--- src/rtl/sbm_pkg.sv ---
package sbm_pkg;

    typedef enum logic [1:0] {
        ST_START = 2'd0,
        ST_RUN   = 2'd1,
        ST_STBY  = 2'd2,
        ST_FAULT = 2'd3
    } sbm_state_e;

    localparam int FLAG_SKIP = 0;
    localparam int FLAG_EXIT = 1;
    localparam int FLAG_ERR  = 2;
    localparam int NFLAGS    = 3;

    typedef struct packed {
        logic lvl;
        logic rise;
        logic fall;
    } sbm_edge_t;

    function automatic logic aux_on(input sbm_state_e st);
        return st == ST_RUN;
    endfunction

endpackage

--- src/rtl/sbm_sync.sv ---
module sbm_sync #(
    parameter int N = 3
) (
    input  logic         clk,
    input  logic         rst,
    input  logic [N-1:0] raw_i,
    output logic [N-1:0] lvl_o,
    output logic [N-1:0] rise_o,
    output logic [N-1:0] fall_o
);
    genvar g;
    generate
        for (g = 0; g < N; g++) begin : g_bit
            logic s1, s2, prev;
            always_ff @(posedge clk) begin
                if (rst) begin
                    s1   <= 1'b0;
                    s2   <= 1'b0;
                    prev <= 1'b0;
                end else begin
                    s1   <= raw_i[g];
                    s2   <= s1;
                    prev <= s2;
                end
            end
            assign lvl_o[g]  = s2;
            assign rise_o[g] = s2 & ~prev;
            assign fall_o[g] = ~s2 & prev;
        end
    endgenerate
endmodule

--- src/rtl/sbm_timer.sv ---
module sbm_timer #(
    parameter int TICKS = 12,
    localparam int CW = $clog2(TICKS + 1)
) (
    input  logic          clk,
    input  logic          rst,
    input  logic          start_i,
    input  logic          cancel_i,
    output logic          busy_o,
    output logic          done_o,
    output logic [CW-1:0] cnt_o
);
    localparam logic [CW-1:0] LAST = CW'(TICKS - 1);

    always_ff @(posedge clk) begin
        if (rst || cancel_i) begin
            busy_o <= 1'b0;
            done_o <= 1'b0;
            cnt_o  <= '0;
        end else begin
            done_o <= 1'b0;
            if (start_i && !busy_o) begin
                busy_o <= 1'b1;
                cnt_o  <= '0;
            end else if (busy_o) begin
                if (cnt_o == LAST) begin
                    busy_o <= 1'b0;
                    done_o <= 1'b1;
                    cnt_o  <= '0;
                end else begin
                    cnt_o <= cnt_o + 1'b1;
                end
            end
        end
    end
endmodule

--- src/rtl/sbm_ctrl.sv ---
module sbm_ctrl
    import sbm_pkg::*;
(
    input  logic       clk,
    input  logic       rst,
    input  sbm_edge_t  skip_i,
    input  sbm_edge_t  exit_i,
    input  sbm_edge_t  err_i,
    input  logic       ll_done_i,
    input  logic       er_done_i,
    output sbm_state_e state_o,
    output logic       ll_start_o,
    output logic       ll_cancel_o,
    output logic       er_start_o,
    output logic       er_cancel_o
);
    sbm_state_e nxt;
    logic       err_timeout;

    assign err_timeout = er_done_i && err_i.lvl;

    always_comb begin
        nxt = state_o;
        unique case (state_o)
            ST_START: if (err_timeout) nxt = ST_FAULT;
                      else if (err_i.fall) nxt = ST_RUN;
            ST_RUN:   if (err_timeout) nxt = ST_FAULT;
                      else if (ll_done_i && skip_i.lvl) nxt = ST_STBY;
            ST_STBY:  if (err_timeout) nxt = ST_FAULT;
                      else if (exit_i.fall) nxt = ST_RUN;
            ST_FAULT: if (err_i.fall) nxt = ST_RUN;
            default:  nxt = ST_START;
        endcase
    end

    always_ff @(posedge clk) begin
        if (rst) state_o <= ST_START;
        else     state_o <= nxt;
    end

    assign ll_start_o  = (state_o == ST_RUN) && skip_i.rise;
    assign ll_cancel_o = (state_o != ST_RUN);
    assign er_start_o  = err_i.rise;
    assign er_cancel_o = err_i.fall;
endmodule

--- src/rtl/standby_event_mgr.sv ---
module standby_event_mgr
    import sbm_pkg::*;
#(
    parameter int CONFIRM_TICKS = 12_500_000,
    localparam int CW = $clog2(CONFIRM_TICKS + 1)
) (
    input  logic clk,
    input  logic rst,
    input  logic fb_below_skip,
    input  logic fb_below_exit,
    input  logic err_imax,
    output logic skip_req,
    output logic aux_en,
    output logic standby
);
    logic [NFLAGS-1:0] raw, lvl, rise, fall;
    sbm_edge_t         skip_e, exit_e, err_e;
    sbm_state_e        state;
    logic              ll_start, ll_cancel, ll_busy, ll_done;
    logic              er_start, er_cancel, er_busy, er_done;
    logic [CW-1:0]     ll_cnt, er_cnt;

    assign raw[FLAG_SKIP] = fb_below_skip;
    assign raw[FLAG_EXIT] = fb_below_exit;
    assign raw[FLAG_ERR]  = err_imax;

    sbm_sync #(.N(NFLAGS)) u_sync (
        .clk(clk), .rst(rst), .raw_i(raw),
        .lvl_o(lvl), .rise_o(rise), .fall_o(fall)
    );

    assign skip_e = '{lvl: lvl[FLAG_SKIP], rise: rise[FLAG_SKIP], fall: fall[FLAG_SKIP]};
    assign exit_e = '{lvl: lvl[FLAG_EXIT], rise: rise[FLAG_EXIT], fall: fall[FLAG_EXIT]};
    assign err_e  = '{lvl: lvl[FLAG_ERR],  rise: rise[FLAG_ERR],  fall: fall[FLAG_ERR]};

    sbm_timer #(.TICKS(CONFIRM_TICKS)) u_ll_tmr (
        .clk(clk), .rst(rst), .start_i(ll_start), .cancel_i(ll_cancel),
        .busy_o(ll_busy), .done_o(ll_done), .cnt_o(ll_cnt)
    );

    sbm_timer #(.TICKS(CONFIRM_TICKS)) u_er_tmr (
        .clk(clk), .rst(rst), .start_i(er_start), .cancel_i(er_cancel),
        .busy_o(er_busy), .done_o(er_done), .cnt_o(er_cnt)
    );

    sbm_ctrl u_ctrl (
        .clk(clk), .rst(rst),
        .skip_i(skip_e), .exit_i(exit_e), .err_i(err_e),
        .ll_done_i(ll_done), .er_done_i(er_done),
        .state_o(state),
        .ll_start_o(ll_start), .ll_cancel_o(ll_cancel),
        .er_start_o(er_start), .er_cancel_o(er_cancel)
    );

    assign skip_req = skip_e.lvl;
    assign aux_en   = aux_on(state);
    assign standby  = (state == ST_STBY);
endmodule

--- config.mk ---
export PLATFORM = sky130hd
export DESIGN_NAME = standby_event_mgr
export DESIGN_NICKNAME = d
export VERILOG_FILES = /design/src/rtl/sbm_pkg.sv /design/src/rtl/sbm_sync.sv /design/src/rtl/sbm_timer.sv /design/src/rtl/sbm_ctrl.sv /design/src/rtl/standby_event_mgr.sv
export SDC_FILE = /design/constraint.sdc
export NUM_CORES = 1
export LEC_CHECK = 0
export ABC_AREA = 1
export BUFFER_PORTS_ARGS = -buffer_cell sky130_fd_sc_hd__buf_4
export CAP_MARGIN = 5
export CORE_ASPECT_RATIO = 1.4
export CORE_MARGIN = 8
export CORE_UTILIZATION = 30
export CTS_BUF_LIST = sky130_fd_sc_hd__clkbuf_8
export CTS_CLUSTER_SIZE = 30
export DETAILED_ROUTE_END_ITERATION = 8
export PLACE_DENSITY = 0.55
export SLEW_MARGIN = 10
export SYNTH_ARGS = -nofsm -noshare
export SYNTH_HDL_FRONTEND = slang
export SYNTH_SLANG_ARGS = --single-unit
--- constraint.sdc ---
create_clock -name clk -period 4.2 [get_ports clk]
set_input_delay 0.84 -clock clk [delete_from_list [all_inputs] [get_ports clk]]
set_output_delay 0.84 -clock clk [all_outputs]
set_load 0.01 [all_outputs]
# After elaboration in Yosys (flattened, before gate mapping)
# Cells that the tools add are included.
# op_classes
add_sub_neg	2
n_eq_ne	8
muxes	17
bitwise_logic	10
reduce_logical	15
# ops
cell	n
$add A24 B1 Y24 const B	2
$eq A24 B24 Y1 const B	2
$mux W24	2
$mux W2	6
$mux W1	8
$pmux W2 S4	1
$ne A3 B1 Y1 const B	2
$not A1 Y1	6
$reduce_or A3 Y1	2
$logic_and A1 B1 Y1	5
$and A1 B1 Y1	4
$eq A2 B2 Y1 const B	2
$reduce_or A2 Y1	2
$eq A2 B1 Y1 const B	1
$logic_not A1 Y1	2
$logic_not A2 Y1	1
$logic_or A1 B1 Y1	2
$ne A2 B1 Y1 const B	1
$reduce_and A2 Y1	1
# word_totals
register_bits	63
input_bits	5
output_inout_bits	3
word_cells	68

# Depth between registers and ports, before layout
# Gate-level depths: netlist of run 1.
# depth
ltp_word	5
ltp_mapped	10

# Hierarchy
# Synthesis of run 1 repeated with hierarchy kept, for this count alone.
# hier_totals
cells_unflattened	547
area_unflattened_um2	3649.8
# modules_own_cells
module	n_inst	cells_each	area_per_inst_um2
sbm_timer	2	239	1576.5
sbm_sync	1	40	315.3
sbm_ctrl	1	25	166.4
standby_event_mgr	1	4	15.0

# Least setup slack after synthesis of run 1
# Ideal clock, no wire load.
# synth_path
path_kind	input -> register
from	in rst
to	reg u_er_tmr.cnt_o[10]
setup_time_ns	0.064
arrival_time_ns	1.708
setup_slack_ns	2.428
path_stages	7
n_path_buf	2
path_cell_list	buf_2 > inv_1 > o21ai_1 > a31oi_2 > nand2_2 > buf_6 > nor2_1
# synth_via
elab_chain_cells	2
# synth_rtl
item	line	source
start, declared	standby_event_mgr.sv:8	input logic rst,
$logic_or A1 B1 Y1	sbm_timer.sv:16	if (rst || cancel_i) begin
$reduce_or A2 Y1 (no source line)	n/a	
end signal, assigned	sbm_timer.sv:31	cnt_o <= cnt_o + 1'b1;
end, declared	sbm_timer.sv:11	output logic [CW-1:0] cnt_o
# No other way between the ends.
# A chain may end at the register's enable or synchronous reset.

# Worst setup path in the final report of run 1
# layout_path
from	reg u_ll_tmr.busy_o
to	reg u_ll_tmr.cnt_o[23]
# layout_via
elab_chain_cells	3
# layout_rtl
item	line	source
start, declared	sbm_timer.sv:9	output logic busy_o,
start signal, assigned	sbm_timer.sv:17	busy_o <= 1'b0;
start signal, assigned	sbm_timer.sv:23	busy_o <= 1'b1;
start signal, assigned	sbm_timer.sv:27	busy_o <= 1'b0;
$logic_not A1 Y1	sbm_timer.sv:22	if (start_i && !busy_o) begin
$logic_and A1 B1 Y1	sbm_timer.sv:22	
$reduce_or A2 Y1 (no source line)	n/a	
end signal, assigned	sbm_timer.sv:31	
end, declared	sbm_timer.sv:11	
# Several ways; a longest one is shown, not always the timed one.

==> impl_results.md, run 1 <==
- Rows: 45
- Compound-cell area share of the yosys netlist: 0.0530
- Number of remaining DRC errors: 0
- Cells resized by post-CTS repair: 0
- Synthesized-area fraction occupied by and/or/nand/nor cells: 0.411
- Fraction of layout cells with a size suffix above 1: 0.0969
- Static leakage power: 0.00127 uW
- Min Clock Period, post-route: 2.17 ns
- Final setup violation count: 0
- Final WS setup: 2.03 ns
- Post-synthesis share of cell area spent on full adders, half adders and majority gates: 0.00746
- Hold-fix buffer count after cts: 0
- Die footprint: 14900 um^2
- Top-level I/O count: 8
- Starting DRT DRC Count: 156
- Proportion of synthesized flip-flops having asynchronous set or reset: 0
- Highest Clock Rate: 460 MHz
- Synthesized Nets: 507
- Portion of synthesized cell area occupied by the leading cell type: 0.376
- Least-Margin Pin Slew: 0.711 ns
- Number of iterations in the first detailed-routing pass: 4
- Max-slew violations: 0
- Tightest Hold Check Type: reg2reg
- Fraction of the cycle the final worst path needs: 0.518
- Total negative slack for setup checks: 0 ns
- Final global-route overflow total: 0
- Total inserted antenna cells: 0
- Slowest cell on the critical path: sky130_fd_sc_hd__dfxtp_1
- Post-detailed-placement half-perimeter wirelength: 5920 um
- Mux share of post-synthesis cell area: 0
- Vias in the first global route: 2996
- Total clock buffers created by CTS: 9
- Port bufs: 7
- Xor and xnor fraction of the mapped netlist area: 0.0601
- Hold WS: 0.404 ns
- Height of the die: 141 um
- Depth of the CTS H-tree: 3
- Die width: 105 um
- Maximum net fanout on the critical path: 21
- Maximum clock insertion buffer count: 2
- Mean routed wirelength per cell: 11.7 um
- Clock tree sinks: 63
- Arrival @ worst endpoint: 2.45 ns
- Flip-flop cell with the highest count after synthesis: sky130_fd_sc_hd__dfxtp_1
- Core outline area: 10900 um^2
- Count of state elements after synthesis: 63
- Required time at the worst-slack endpoint: 4.48 ns
- Main combinational cell family by area after synthesis: simple AND/OR/NAND/NOR gates
- # Max-Cap Violations: 0
- Final hold violation count: 0
- Starting density of the core: 0.309
- Power density normalized to cell area: 353 nW/um^2
- Largest area contributor in the netlist: sky130_fd_sc_hd__dfxtp_1
- Post-synth EDFFs: 0
- Worst path cell trace: clkinv_1 > a31oi_4 > nand2_1 > inv_1 > nand2_1 > nor2_1
- Layout-stage area growth over the synthesis result: 12.3%
- Syn. warnings: 0
- Mean area per synthesized cell: 6.71 um^2
- Design Power: 1330 uW
- Number of different library cells in the post-synthesis netlist: 31
- Post-CTS Setup Bufs: 0
- Pin count of the biggest net entering global routing: 24
- Cell count after synthesis: 500
- Maximum vdd drop: 0.278 mV
- Setup crit start kind: register
- Source-to-sink clock delay at the later pin of the worst-skew pair: 0.34 ns
- Final Skew: 0.00641 ns
- Largest cells by area after synthesis: sky130_fd_sc_hd__dfxtp_1 38%, sky130_fd_sc_hd__nand2_1 11%, sky130_fd_sc_hd__nor2_1 11%
- Post-synthesis instance area: 3350 um^2
- Sequential area share after synthesis: 0.376
- Vias: 3040
- Clock tree from TritonCTS: built
- Setup repair after global routing missed its margin: no
- Wire length after detailed routing: 7660 um
- Critical path endpoint category: register
- Wire length of the first global-routing pass: 13200 um
- Startpoint-to-endpoint class of the critical path: reg2reg
- Final net count: 518
- Vias/cell: 4.63
- Status: finished, final reports clean
- Number of antenna violations at the first check in global routing: 0
- Master cell of the clock root buffer: sky130_fd_sc_hd__clkbuf_8
- Clock input transition at the sequential cells of the worst setup and hold paths: 0.07 ns
- Placer's final routability congestion estimate: 0.813
- Most Frequent Cell on Critical Path: sky130_fd_sc_hd__nand2_1
- Worst slack after detailed placement: 2.04 ns
- Max incr delay on CP: 0.78 ns
- Global router's overall resource usage: 0.109
- Max-Slew Margin vs Limit: 0.525
- Post-detailed-route count of antenna-violating nets: 0
==> critical path, delay by kind of cell, from the launching register on <==
kind                   cells  cell delay [ns]
flip-flops                 1             0.78
buffers and inverters      2             0.61
AND/OR/NAND/NOR            3             0.42
AO/OA/AOI/OAI              1             0.29
==> where the power goes <==
| part | switching, uW | leakage, uW | internal [uW] |
|---|---|---|---|
| registers | 10.6 | 0.000509 | 610 |
| logic | 78.6 | 0.000638 | 38.8 |
| clock network | 232 | 0.000122 | 362 |
==> routing by layer <==
| layer | vias up | GRT usage | wire [um] |
|---|---|---|---|
| met5 | - | 0 | 0 |
| li1 | 1627 | - | - |
| met1 | 1378 | 0.110 | 3290 |
| met2 | 26 | 0.205 | 4060 |
| met3 | 9 | 0.0319 | 185 |
| met4 | 0 | 0.0430 | 127 |
==> worst paths after layout <==
kind / from / end / slack (ns) / depth (start not counted)
hold reg to reg: u_sync.g_bit[2].s1 / u_sync.g_bit[2].s2 / 0.40 / 2
hold / removal: u_sync.g_bit[2].s1 / u_sync.g_bit[2].s2 / 0.40 / 2
setup reg to reg: u_ll_tmr.busy_o / u_ll_tmr.cnt_o[23] / 2.03 / 6
setup / recovery: u_ll_tmr.busy_o / u_ll_tmr.cnt_o[23] / 2.03 / 6
==> stage by stage <==
step	util	cell area, um^2	std cells
6_report	0.347	3770	657
5_1_grt	0.347	3770	657
4_1_cts	0.347	3770	657
3_5_place_dp	0.326	3540	641
3_3_place_gp	0.326	3540	641
2_1_floorplan	-	3350	500
==> cells in the mapped netlist, types with 2 or more instances <==
cell and n:
sky130_fd_sc_hd__a21oi_1 15, sky130_fd_sc_hd__buf_2 4, sky130_fd_sc_hd__clkbuf_1 2, sky130_fd_sc_hd__dfxtp_1 63, sky130_fd_sc_hd__ha_1 2, sky130_fd_sc_hd__inv_1 63, sky130_fd_sc_hd__inv_2 6, sky130_fd_sc_hd__nand2_1 99
sky130_fd_sc_hd__nand2_2 4, sky130_fd_sc_hd__nand3_1 49, sky130_fd_sc_hd__nand4_1 22, sky130_fd_sc_hd__nor2_1 96, sky130_fd_sc_hd__nor2_2 6, sky130_fd_sc_hd__nor2_4 5, sky130_fd_sc_hd__nor3_1 15, sky130_fd_sc_hd__nor3_2 4
sky130_fd_sc_hd__o21ai_0 8, sky130_fd_sc_hd__o21ai_1 3, sky130_fd_sc_hd__xnor2_1 5, sky130_fd_sc_hd__xor2_1 18
==> cell families (layout without fill, tap and decap cells) <==
group,after synthesis,in the layout
DFF,63,63
and+or+nand+nor,304,304
adders and majority gates,2,2
AOI/OAI and AO/OA,30,30
xor gates and xnor gates,23,23
buffers and inverters,78,94
==> cell usage in the layout, fill, tap and decap left out, types with 2 or more instances in the layout <==
master                      instances
sky130_fd_sc_hd__nand2_1           99
sky130_fd_sc_hd__nor2_1            96
sky130_fd_sc_hd__inv_1             65
sky130_fd_sc_hd__dfxtp_1           63
sky130_fd_sc_hd__nand3_1           49
sky130_fd_sc_hd__nand4_1           22
sky130_fd_sc_hd__xor2_1            18
sky130_fd_sc_hd__nor3_1            15
sky130_fd_sc_hd__a21oi_1           15
sky130_fd_sc_hd__clkbuf_8          11
sky130_fd_sc_hd__o21ai_0            8
sky130_fd_sc_hd__buf_4              8
sky130_fd_sc_hd__nor2_2             6
sky130_fd_sc_hd__inv_2              6
sky130_fd_sc_hd__nor2_4             5
sky130_fd_sc_hd__xnor2_1            5
sky130_fd_sc_hd__nand2_2            4
sky130_fd_sc_hd__nor3_2             4
sky130_fd_sc_hd__o21ai_1            3
sky130_fd_sc_hd__ha_1               2
sky130_fd_sc_hd__bufinv_16          2
==> layout make-up <==
class	count	area, um^2
Multi-Input combinational cell	359	1780
Sequential cell	63	1260
Timing Repair Buffer	8	60.1
Clock inverter	5	72.6
Inverter	70	263
Tap cell	141	176
Clock buffer	11	151
Fill cell	1197	7100
==> registers in the layout, summed over array words and instances (netlist names) <==
signal and cells:
u_ctrl.state_o 2, u_er_tmr.busy_o 1, u_er_tmr.cnt_o 24, u_er_tmr.done_o 1, u_ll_tmr.busy_o 1, u_ll_tmr.cnt_o 24, u_ll_tmr.done_o 1, u_sync.g_bit.prev 3
u_sync.g_bit.s1 3, u_sync.g_bit.s2 3
No activity file was read; power rests on OpenSTA's default activity.
==> run 2: changes to the inputs <==
==> constraint.sdc (replaced) <==
create_clock -name clk -period 2.16 [get_ports clk]
set_input_delay 0.432 -clock clk [delete_from_list [all_inputs] [get_ports clk]]
set_output_delay 0.432 -clock clk [all_outputs]
set_load 0.01 [all_outputs]
==> run 2 against run 1 <==
Via count up 1.3%. Count of clock-buffer cells in the layout unchanged. Critical path depth up 4. Clock power up 75%. Utilization down 0.10 points. Design area down 0.30%. Combinational power up 91%. Die area unchanged. Largest power group unchanged. Largest cell class unchanged. Sequential share of layout area up 0.10 points. First-iteration DRC count down 1.3%. Worst hold slack worse by 0.11 ns.
==> impl_results.md, run 2 (synthesized netlist as in run 1, its figures left out) <==
- Final hold violation count: 0 (unchanged)
- Static leakage power: 0.00126 uW (-0.67%)
- Final setup violation count: 0 (unchanged)
- Startpoint-to-endpoint class of the critical path: reg2reg
- Required time at the worst-slack endpoint: 2.40 ns (-2.08 ns)
- Port bufs: 7 (unchanged)
- Most common cell after layout, fill and taps aside: sky130_fd_sc_hd__nand2_1
- Starting density of the core: 0.309 (unchanged)
- Master cell of the clock root buffer: sky130_fd_sc_hd__clkbuf_8
- Height of the die: 141 um (unchanged)
- Setup crit start kind: register
- Design Power: 2470 uW (+86%)
- Min Clock Period, post-route: 1.73 ns (-0.440 ns)
- Total negative slack for setup checks: 0 ns (unchanged)
- Beginning of the worst hold path: fb_below_exit
- Final global-route overflow total: 0 (unchanged)
- Starting DRT DRC Count: 154 (-1.3%)
- Wire length of the first global-routing pass: 13500 um (+2.3%)
- Post-detailed-placement half-perimeter wirelength: 6000 um (+1.4%)
- Clock input transition at the sequential cells of the worst setup and hold paths: 0.07 ns (about the same)
- Number of iterations in the first detailed-routing pass: 4 (unchanged)
- Setup repair after global routing missed its margin: no
- Post-CTS Setup Bufs: 0 (unchanged)
- Fraction of layout cells with a size suffix above 1: 0.101 (+0.00368)
- Number of antenna violations at the first check in global routing: 0 (unchanged)
- Clock tree sinks: 63 (unchanged)
- Layout-stage area growth over the synthesis result: 12.0%
- Source-to-sink clock delay at the later pin of the worst-skew pair: 0.35 ns (about the same)
- Maximum net fanout on the critical path: 11 (-48%)
- Maximum clock insertion buffer count: 2 (unchanged)
- Critical path endpoint category: register
- Top library cells by usage in the layout, fill and taps aside: 99 x sky130_fd_sc_hd__nand2_1, 96 x sky130_fd_sc_hd__nor2_1, 64 x sky130_fd_sc_hd__inv_1
- Placer's final routability congestion estimate: 0.879 (+8.1%)
- Hold-fix buffer count after cts: 0 (unchanged)
- Fraction of the cycle the final worst path needs: 0.803 (+0.285)
- Vias/cell: 4.68 (+1.2%)
- Max-slew violations: 0 (unchanged)
- Highest Clock Rate: 577 MHz (+25%)
- Pin count of the biggest net entering global routing: 21 (-13%)
- Mean routed wirelength per cell: 11.9 um (+2.3%)
- Final standard cell utilization of the core: 0.346 (-0.00104)
- Depth of the CTS H-tree: 3 (unchanged)
- Least-Margin Pin Slew: 0.386 ns (-0.325 ns)
- Clock tree from TritonCTS: built
- Status: finished, final reports clean
- Number of remaining DRC errors: 0 (unchanged)
- Final Skew: 0.0114 ns (+0.00495 ns)
- Die width: 105 um (unchanged)
- Post-detailed-route count of antenna-violating nets: 0 (unchanged)
- # Max-Cap Violations: 0 (unchanged)
- Global router's overall resource usage: 0.111 (+0.00134)
- Arrival @ worst endpoint: 1.98 ns (-0.47 ns)
- Tightest Hold Check Type: in2reg
- Die footprint: 14900 um^2 (unchanged)
- Max-Slew Margin vs Limit: 0.742 (+0.217)
- Total clock buffers created by CTS: 9 (unchanged)
- Top-level I/O count: 8 (unchanged)
- Vias: 3080 (+1.3%)
- Core outline area: 10900 um^2 (unchanged)
- FF-to-FF Start: u_ll_tmr.cnt_o[1]
- Rows: 45 (unchanged)
- Vias in the first global route: 3006 (+0.33%)
- Total inserted antenna cells: 0 (unchanged)
- Power density normalized to cell area: 658 nW/um^2 (+86%)
- Wire length after detailed routing: 7840 um (+2.4%)
- Registers with the most flip-flops: u_er_tmr.cnt_o: 24 flops, u_ll_tmr.cnt_o: 24 flops
- Final net count: 520 (+0.39%)
- Critical path startpoint: u_ll_tmr.cnt_o[1]
- Maximum vdd drop: 0.276 mV (-0.68%)
- Cells resized by post-CTS repair: 0 (unchanged)
[run 2: critical path, stage by stage, from the launching register on]
cell,delay (ns)
sky130_fd_sc_hd__dfxtp_1,0.36
sky130_fd_sc_hd__ha_1,0.18
sky130_fd_sc_hd__nand2_1,0.07
sky130_fd_sc_hd__nor2_1,0.20
sky130_fd_sc_hd__inv_1,0.10
sky130_fd_sc_hd__nor2_1,0.09
sky130_fd_sc_hd__nand4_1,0.12
sky130_fd_sc_hd__nand2_1,0.33
sky130_fd_sc_hd__inv_1,0.07
sky130_fd_sc_hd__nand2_1,0.07
sky130_fd_sc_hd__nor2_1,0.03
[run 2: final cells by class]
class / instances / area, um^2
fill: 1142 / 7110
multi-input combinational: 359 / 1780
sequential: 63 / 1260
inverter: 70 / 263
tap: 141 / 176
clock buffer: 11 / 151
timing repair buffer: 10 / 75.1
clock inverter: 4 / 46.3
[run 2: per-stage QoR]
step	hold WS (ns)	setup WS (ns)	cell area (um^2)	cells
2_1_floorplan	0.388	0.796	3350	500
3_3_place_gp	0.392	0.490	3560	643
3_5_place_dp	0.396	0.439	3560	643
4_1_cts	0.270	0.408	3760	658
5_1_grt	0.291	0.220	3760	658
6_report	0.292	0.426	3760	658
[run 2: path summary, 6_finish.rpt]
kind,endpoint,slack (ns),cells after the start
hold / removal,u_sync.g_bit[1].s1,0.29,3
setup / recovery,u_ll_tmr.cnt_o[23],0.43,10
hold reg to reg,u_sync.g_bit[0].s2,0.40,2
setup reg to reg,u_ll_tmr.cnt_o[23],0.43,10
[run 2: routing by layer]
metal  share of wire  track usage  vias up
met4           0.025       0.0573        0
met1            0.43        0.118     1398
met5               0            0        -
met3           0.029       0.0278       20
li1                -            -     1616
met2            0.52        0.196       46
[run 2: power breakdown]
group | switching (uW) | total, uW | internal (uW)
Sequential | 22.5 | 1210 | 1190
Clock | 455 | 1040 | 583
Combinational | 148 | 224 | 76.6
Total | 625 | 2470 | 1850
==> run 3: changes to the inputs <==
==> constraint.sdc (replaced) <==
create_clock -name clk -period 1.6 [get_ports clk]
set_input_delay 0.32 -clock clk [delete_from_list [all_inputs] [get_ports clk]]
set_output_delay 0.32 -clock clk [all_outputs]
set_load 0.01 [all_outputs]
==> run 3 against run 2 <==
Routed wire length is 5.7% higher. Count of clock-buffer cells in the layout is 2 lower. Combinational power is 61% higher. Utilization is 2.1 points higher. Worst setup slack worse by 0.32 ns. First-iteration DRC count is 20% lower. Sequential share of layout area is 1.7 points lower. Register-to-register slack worse by 0.32 ns. Final cell count is 2.6% higher. Sequential power is 35% higher. Non-clock buffer count is 16 higher. Critical path depth is 2 lower. Highest routed layer unchanged.
==> impl_results.md, run 3 (synthesized netlist as in run 1, its figures left out) <==
- Status: finished, final reports clean
- Vias: 3213 (+4.3%)
- Most Frequent Cell on Critical Path: sky130_fd_sc_hd__nor2_1
- Maximum net fanout on the critical path: 3 (-8)
- Rows: 45 (unchanged)
- Register area: 1270 um^2 (+0.79%)
- Pin count of the biggest net entering global routing: 21 (unchanged)
- Number of buffer and inverter instances along the worst setup path: 1 (-1)
- Met1 wire length: 3450 um (+3.4%)
- Max incr delay on CP: 0.34 ns (-0.02 ns)
- Slowest cell on the critical path: sky130_fd_sc_hd__dfxtp_1
- Starting DRT DRC Count: 123 (-20%)
- Master cell of the clock root buffer: sky130_fd_sc_hd__clkbuf_8
- FF-to-FF Start: u_ll_tmr.cnt_o[0]
- Mean routed wirelength per cell: 12.3 um (+3.0%)
- Clock input transition at the sequential cells of the worst setup and hold paths: 0.08 ns (about the same)
- Hold-fix buffer count after cts: 0 (unchanged)
- Least-Margin Pin Slew: 0.352 ns (-0.0340 ns)
- Total clock buffers created by CTS: 9 (unchanged)
- Fraction of the cycle the final worst path needs: 0.932 (+0.129)
- Setup repair after global routing missed its margin: yes
- Hold WS: 0.177 ns (-0.115 ns)
- Fraction of layout cells with a size suffix above 1: 0.155 (+0.0549)
- Fin cells: 675 (+2.6%)
- Arrival @ worst endpoint: 1.72 ns (-0.26 ns)
- Setup crit start kind: register
- Number of iterations in the first detailed-routing pass: 4 (unchanged)
- Clock tree sinks: 63 (unchanged)
- Vias in the first global route: 3035 (+0.96%)
- Placer's final routability congestion estimate: 0.930 (+5.9%)
- Reg2reg path depth: 8 (-2)
- Final Skew: 0.00566 ns (-0.00569 ns)
- Die width: 105 um (unchanged)
- Max-Slew Margin vs Limit: 0.763 (+0.0208)
- Hold depth: 3 (unchanged)
- Total inserted antenna cells: 0 (unchanged)
- Top library cells by usage in the layout, fill and taps aside: 97 x sky130_fd_sc_hd__nand2_1, 93 x sky130_fd_sc_hd__nor2_1, 63 x sky130_fd_sc_hd__inv_1
- Final global-route overflow total: 0 (unchanged)
- Layout-stage area growth over the synthesis result: 18.9%
- Design Power: 3400 uW (+38%)
- Height of the die: 141 um (unchanged)
- Total non-filler cell area in the finished layout: 3990 um^2 (+6.2%)
- Worst path cell trace: ha_2 > nand2_1 > nor2_1 > buf_4 > nand4_1 > nor2_1 > xor2_1 > nor2_1
- Die footprint: 14900 um^2 (unchanged)
- Min Clock Period, post-route: 1.49 ns (-0.243 ns)
- Required time at the worst-slack endpoint: 1.83 ns (-0.57 ns)
- Static leakage power: 0.00138 uW (+9.8%)
- Port bufs: 7 (unchanged)
- Wire length of the first global-routing pass: 13600 um (+0.41%)
- Wire length after detailed routing: 8290 um (+5.7%)
- Highest Clock Rate: 670 MHz (+16%)
- Depth of the CTS H-tree: 3 (unchanged)
- Maximum vdd drop: 0.385 mV (+39%)
- Maximum clock insertion buffer count: 2 (unchanged)
- Post-Place Cell Area: 3680 um^2 (+3.4%)
- Startpoint-to-endpoint class of the critical path: reg2reg
- Multi-input logic area: 1850 um^2 (+3.4%)
- Tightest Hold Check Type: in2reg
- Critical path startpoint: u_ll_tmr.cnt_o[0]
- Beginning of the worst hold path: fb_below_skip
- Max-slew violations: 0 (unchanged)
- Starting density of the core: 0.309 (unchanged)
- Clock tree from TritonCTS: built
- Core outline area: 10900 um^2 (unchanged)
- Top Layer Used: met4
- Number of antenna violations at the first check in global routing: 0 (unchanged)
- # Max-Cap Violations: 0 (unchanged)
- Gate family responsible for the most delay along the worst path: simple AND/OR/NAND/NOR gates
- Post-detailed-route count of antenna-violating nets: 0 (unchanged)
- Critical path endpoint category: register
- Count of fill cells added during filler insertion: 1145 (+0.26%)
- Met3 layer wire length in the routed design: 243 um (+5.2%)
- Total negative slack for setup checks: 0 ns (unchanged)
- Registers with the most flip-flops: u_er_tmr.cnt_o: 24 flops, u_ll_tmr.cnt_o: 24 flops
- Met2 wire length: 4360 um (+7.0%)
- Global router's overall resource usage: 0.111 (+0.000201)
- Vias/cell: 4.76 (+1.7%)
- CP Depth: 8 (-2)
- Placed Cells incl. Taps: 656 (+2.0%)
- Power density normalized to cell area: 853 nW/um^2 (+30%)
- Final net count: 536 (+3.1%)
- Source-to-sink clock delay at the later pin of the worst-skew pair: 0.34 ns (about the same)
- Final setup violation count: 0 (unchanged)
- Most common cell after layout, fill and taps aside: sky130_fd_sc_hd__nand2_1
- Top-level I/O count: 8 (unchanged)
- Post-detailed-placement half-perimeter wirelength: 6240 um (+4.0%)
- Number of remaining DRC errors: 0 (unchanged)
- Final hold violation count: 0 (unchanged)
run 3: cell types whose count changed in the layout (fill, tap and decap cells not counted), moves of 2 or more:
cell | previous run | this run
sky130_fd_sc_hd__buf_4 | 10 | 23
sky130_fd_sc_hd__dfxtp_1 | 63 | 59
sky130_fd_sc_hd__nor2_1 | 96 | 93
sky130_fd_sc_hd__buf_12 | 0 | 2
sky130_fd_sc_hd__clkbuf_8 | 11 | 9
sky130_fd_sc_hd__dfxtp_2 | 0 | 2
sky130_fd_sc_hd__dfxtp_4 | 0 | 2
sky130_fd_sc_hd__ha_1 | 2 | 0
sky130_fd_sc_hd__nand2_1 | 99 | 97
sky130_fd_sc_hd__nand2_4 | 0 | 2
sky130_fd_sc_hd__nor2_4 | 5 | 7
run 3: final timing paths:
check                            end  slack, ns
setup / recovery  u_ll_tmr.cnt_o[14]       0.11
hold / removal    u_sync.g_bit[0].s1       0.18
setup reg to reg  u_ll_tmr.cnt_o[14]       0.11
hold reg to reg   u_sync.g_bit[1].s2       0.41
run 3: through the flow:
step | worst slack [ns] | utilization
after floorplan | 0.246 | -
after global placement | 0.0451 | 0.339
after detailed placement | 0.0164 | 0.339
after CTS | 0.0251 | 0.358
after global routing | -0.0159 | 0.367
final | 0.108 | 0.367
run 3: area by class of cell:
cell class / count / share of cell area
clock inverter: 7 / 0.0182
sequential: 63 / 0.319
multi-input combinational: 359 / 0.463
timing repair buffer: 26 / 0.0596
inverter: 70 / 0.0659
tap: 141 / 0.0442
clock buffer: 9 / 0.0310
run 3: power breakdown:
group          total (uW)  internal, uW  switching [uW]
Clock                1420           722             694
Combinational         360           140             220
Sequential           1630          1600            30.0
run 3: repair_timing:
| item | 4_1_cts | 5_1_grt |
|---|---|---|
| endpoints found under the setup margin | 1 | 23 |
| cloned | 0 | 1 |
| pin swaps | 0 | 10 |
| gates resized for setup | 1 | 20 |
| setup buffers | 0 | 2 |
run 3: metal layers:
metal	vias up	global-route usage
li1	1651	-
met1	1482	0.117
met2	60	0.203
met3	20	0.0173
met4	0	0.0611
met5	-	0
run 3: worst min-delay path, delay by kind of cell:
kind / cells / cell delay (ns)
buffers and inverters: 2 / 0.11
and+or+nand+nor: 1 / 0.06
